--- config.mk ---
export PLATFORM = sky130hd
export DESIGN_NAME = strobe_port_ctl
export DESIGN_NICKNAME = d
export VERILOG_FILES = /design/src/rtl/strobe_port_ctl.sv
export SDC_FILE = /design/constraint.sdc
export NUM_CORES = 1
export LEC_CHECK = 0
export ABC_AREA = 1
export BUFFER_PORTS_ARGS = -buffer_cell sky130_fd_sc_hd__buf_2
export CAP_MARGIN = 25
export CELL_PAD_IN_SITES_DETAIL_PLACEMENT = 1
export CELL_PAD_IN_SITES_GLOBAL_PLACEMENT = 1
export CORE_MARGIN = 5
export CORE_UTILIZATION = 31
export CTS_BUF_LIST = sky130_fd_sc_hd__clkbuf_16
export DETAILED_ROUTE_END_ITERATION = 10
export GPL_TIMING_DRIVEN = 0
export HOLD_SLACK_MARGIN = 0.03
export PLACE_DENSITY_LB_ADDON = 0.1
export SYNTH_ARGS = -nofsm -noshare
export SYNTH_HDL_FRONTEND = slang
export SYNTH_SLANG_ARGS = --single-unit
--- constraint.sdc ---
create_clock -name clk -period 1 [get_ports clk]
set_input_delay 0.2 -clock clk [delete_from_list [all_inputs] [get_ports clk]]
set_output_delay 0.2 -clock clk [all_outputs]
set_load 0.005 [all_outputs]
--- src/rtl/strobe_port_ctl.sv ---
module strobe_port_ctl #(
  parameter int W = 8,
  parameter int SYNC_STAGES = 2
) (
  input  logic         clk,
  input  logic         rst,
  input  logic         dir_out,
  input  logic         stb_n,
  input  logic         ack_n,
  input  logic [W-1:0] port_in,
  output logic [W-1:0] port_out,
  input  logic         cpu_rd_n,
  input  logic         cpu_wr_n,
  input  logic [W-1:0] cpu_wdata,
  output logic [W-1:0] cpu_rdata,
  input  logic         inte_we,
  input  logic         inte_val,
  output logic         ibf,
  output logic         obf_n,
  output logic         intr
);

  localparam int LAST = SYNC_STAGES - 1;

  logic [LAST:0] stb_sh, ack_sh;
  logic          rd_q, wr_q, dir_q, inte;

  wire stb_s    = stb_sh[LAST];
  wire ack_s    = ack_sh[LAST];
  wire rd_rise  = cpu_rd_n & ~rd_q;
  wire rd_fall  = ~cpu_rd_n & rd_q;
  wire wr_rise  = cpu_wr_n & ~wr_q;
  wire wr_fall  = ~cpu_wr_n & wr_q;
  wire mode_chg = dir_out ^ dir_q;
  wire in_set   = stb_s & ibf & cpu_rd_n & rd_q;
  wire out_set  = ack_s & obf_n & cpu_wr_n & wr_q;
  wire req_clr  = dir_out ? wr_fall : rd_fall;
  wire req_set  = dir_out ? out_set : in_set;

  always_ff @(posedge clk) begin
    if (rst) begin
      stb_sh <= '1;
      ack_sh <= '1;
      rd_q   <= 1'b1;
      wr_q   <= 1'b1;
      dir_q  <= 1'b0;
    end else begin
      stb_sh <= {stb_sh[LAST-1:0], stb_n};
      ack_sh <= {ack_sh[LAST-1:0], ack_n};
      rd_q   <= cpu_rd_n;
      wr_q   <= cpu_wr_n;
      dir_q  <= dir_out;
    end
  end

  always_ff @(posedge clk) begin
    if (rst) begin
      ibf       <= 1'b0;
      cpu_rdata <= '0;
    end else if (!dir_out) begin
      if (!stb_s) begin
        ibf       <= 1'b1;
        cpu_rdata <= port_in;
      end else if (rd_rise) begin
        ibf <= 1'b0;
      end
    end
  end

  always_ff @(posedge clk) begin
    if (rst) begin
      obf_n    <= 1'b1;
      port_out <= '0;
    end else if (dir_out) begin
      if (!cpu_wr_n)
        port_out <= cpu_wdata;
      if (wr_rise)
        obf_n <= 1'b0;
      else if (!ack_s)
        obf_n <= 1'b1;
    end
  end

  always_ff @(posedge clk) begin
    if (rst)
      inte <= 1'b0;
    else if (inte_we)
      inte <= inte_val;
  end

  always_ff @(posedge clk) begin
    if (rst || !inte || mode_chg || req_clr)
      intr <= 1'b0;
    else if (req_set)
      intr <= 1'b1;
  end

endmodule


==> flow_metrics.env <==
export IMPL_r2r_slack_ns=0.07
export IMPL_hold_viol_final=0
export IMPL_leakagePower_nw=0.696
export IMPL_syn_area_per_cell_um2=8.02
export IMPL_synth_nets=146
export IMPL_dr_total_vias=918
export IMPL_min_path_cells=2
export IMPL_end_kind="flop"
export IMPL_yosys_warnings=0
export IMPL_finClkSkew_ns=0.00406
export IMPL_cts_tree="done"
export IMPL_via_per_inst=4.27
export IMPL_fin_crit_ns=0.928
export IMPL_crit_type="flop to flop"
export IMPL_cts_num_sinks=27
export IMPL_placed_cells=208
export IMPL_irDropWorstVdd_mv=0.668
export IMPL_antenna_found_initial=0
export IMPL_mappedNetlistArea_um2=971
export IMPL_gr_total_overflow=0
export IMPL_place_area_um2=1240
export IMPL_clk_path_buf_depth=2
export IMPL_synthCells=121
export IMPL_final_util_pct=44.4
export IMPL_insertion_delay_ns=0.26
export IMPL_cts_hold_buf=0
export IMPL_crit_fanout=5
export IMPL_stdcell_count=215
export IMPL_rsz0062_at_grt="false"
export IMPL_hold_class="input port to flop"
export IMPL_dp_hpwl_um=1860
export IMPL_fill_cells=381
export IMPL_timing_final_max_slew_violations=0
export IMPL_grt_max_degree=16
export IMPL_core_rowCount=20
export IMPL_numPortBuffers=43
export IMPL_dieArea_um2=4350
export IMPL_finalSetupViolCount=0
export IMPL_fmax_ghz=1.08
export IMPL_die_w_um=66.0
export IMPL_final_setup_worst_slack_ns=0.0721
export IMPL_n_antenna_cell=0
export IMPL_synth_seq_cells=27
export IMPL_clockRootBuffer="clkbuf_16"
export IMPL_grt_pass1_wl_um=4070
export IMPL_initial_core_util_pct=32.1
export IMPL_post_route_drc_count=0
export IMPL_grt_use_total_pct=12.3
export IMPL_drv_cap=0
export IMPL_ios=44
export IMPL_min_to="ack_sh[0]"
export IMPL_holdWs_ns=0.115
export IMPL_drt_first_pass_iters=4
export IMPL_core_area_um2=3030
export IMPL_worst_pin_slew_ns=0.394
export IMPL_yosysUniqueCellTypes=18
export IMPL_cp_required_ns=1.15
export IMPL_gp_congestion=0.755
export IMPL_status="completed"
export IMPL_htreeDepth=1
export IMPL_ant_nets=0
export IMPL_stdcell_area_um2=1350
export IMPL_ys_seq_area_share_pct=55.7
export IMPL_drt_wirelength_per_cell_um=11.4
export IMPL_arrival_ns=1.08
export IMPL_p_per_area_nw_per_um2=1700
export IMPL_drive_gt1_share_pct=36.3
export IMPL_wl_um=2440
export IMPL_worst_r2r_endpoint="cpu_rdata[6]"
export IMPL_crit_path_start_kind="flop"
export IMPL_numCtsBuffers=3
export IMPL_first_global_vias=911
export IMPL_hold_path_startpoint="ack_n"
export IMPL_maxSlewHeadroom_pct=73.7
export IMPL_rr_worst_depth=4
export IMPL_reg2reg_from="stb_sh[1]"
export IMPL_clkTransAtPathRegs_ns=0.07
export IMPL_die_h_um=66.0
export IMPL_min_period_over_period_pct=92.8
export IMPL_syn_to_final_growth_pct=38.5
export IMPL_drt_iter0_markers=32
export IMPL_place_ws_ns=-0.142
export IMPL_nets=197
[where the power goes]
part / switching [mW] / internal [mW] / total, mW
logic: 0.117 / 0.106 / 0.223
clock network: 0.362 / 0.539 / 0.901
registers: 0.0277 / 1.13 / 1.16
[layout by cell type (no fill, tap or decap), types with 2 or more instances in the layout]
master / instances
buf_2: 43
nor2_1: 36
dfxtp_1: 26
o21ai_0: 17
nand2_1: 11
inv_1: 7
or2_2: 4
a21oi_1: 3
nand3_1: 3
clkbuf_16: 3
buf_4: 3
inv_2: 2
clkbuf_1: 2
o21ai_1: 2
[timing repair]
item | CTS | global route
resized for setup | 1 | 1
buffers inserted | 0 | 3
endpoints found under the setup margin | 8 | 9
pin swaps | 0 | 1
[critical path, cell delays in order (launching register included)]
cell	delay [ns]
dfxtp_1	0.38
nor2_4	0.06
buf_4	0.13
o21ai_0	0.17
nor2_1	0.07
[stage by stage]
step | setup TNS, ns | power [mW]
2_1_floorplan | 0 | 1.28
3_3_place_gp | -1.38 | 1.40
3_5_place_dp | -1.73 | 1.41
4_1_cts | 0 | 2.32
5_1_grt | 0 | 2.40
6_report | 0 | 2.28
[cell families after synthesis]
logic type	count (synthesis)	synth area share [%]
flops	27	55.7
compound gates	23	12.1
buf+inv	12	4.90
simple gates	59	27.3
[registers in the layout, summed over array words and instances (netlist names)]
signal / count
ack_sh: 2
cpu_rdata: 8
dir_q: 1
ibf: 1
inte: 1
intr: 1
port_out: 8
rd_q: 1
wr_q: 1
obf_n: 1
stb_sh: 2
[how the worst max path moves through the flow]
stage               from            to  cells after the start
2_1_floorplan  stb_sh[1]  cpu_rdata[0]                      4
3_3_place_gp         rst  cpu_rdata[0]                      5
3_5_place_dp         rst  cpu_rdata[6]                      5
4_1_cts        stb_sh[1]  cpu_rdata[5]                      4
5_1_grt        stb_sh[1]  cpu_rdata[1]                      4
6_report       stb_sh[1]  cpu_rdata[6]                      4
[layout make-up]
cell class	instances	area (µm²)	area share, %
clock inverters	1	5.00	0.372
inverters	10	40.0	2.98
repair buffers	46	238	17.7
clock buffers	3	75.1	5.58
flip-flops and latches	27	542	40.3
plain buffers	2	7.51	0.558
well taps	44	55.1	4.09
multi-input cells	82	383	28.5
[metal layers]
metal / vias to the layer above / GRT usage [%] / part of all wire [%]
met5: - / 0 / 0
met4: 0 / 6.09 / 2.0
met3: 5 / 2.89 / 6.0
met2: 28 / 20.4 / 46
met1: 404 / 14.7 / 46
li1: 481 / - / -
[synthesized netlist by cell type]
master	instances	area, µm²
o21bai_1	1	7.51
nor2_8	1	20.0
nand3_1	3	15.0
inv_4	1	6.26
inv_1	8	30.0
o21ai_0	17	85.1
nor2_2	1	6.26
nand2_1	11	41.3
or2_2	4	25.0
nor2_4	1	11.3
a21oi_1	3	15.0
inv_2	1	3.75
nand2_2	1	6.26
clkbuf_1	2	7.51
nor2_1	36	135
dfxtp_1	27	541
nor3_1	1	5.00
o21ai_1	2	10.0
No activity file was read; power rests on OpenSTA's default activity.
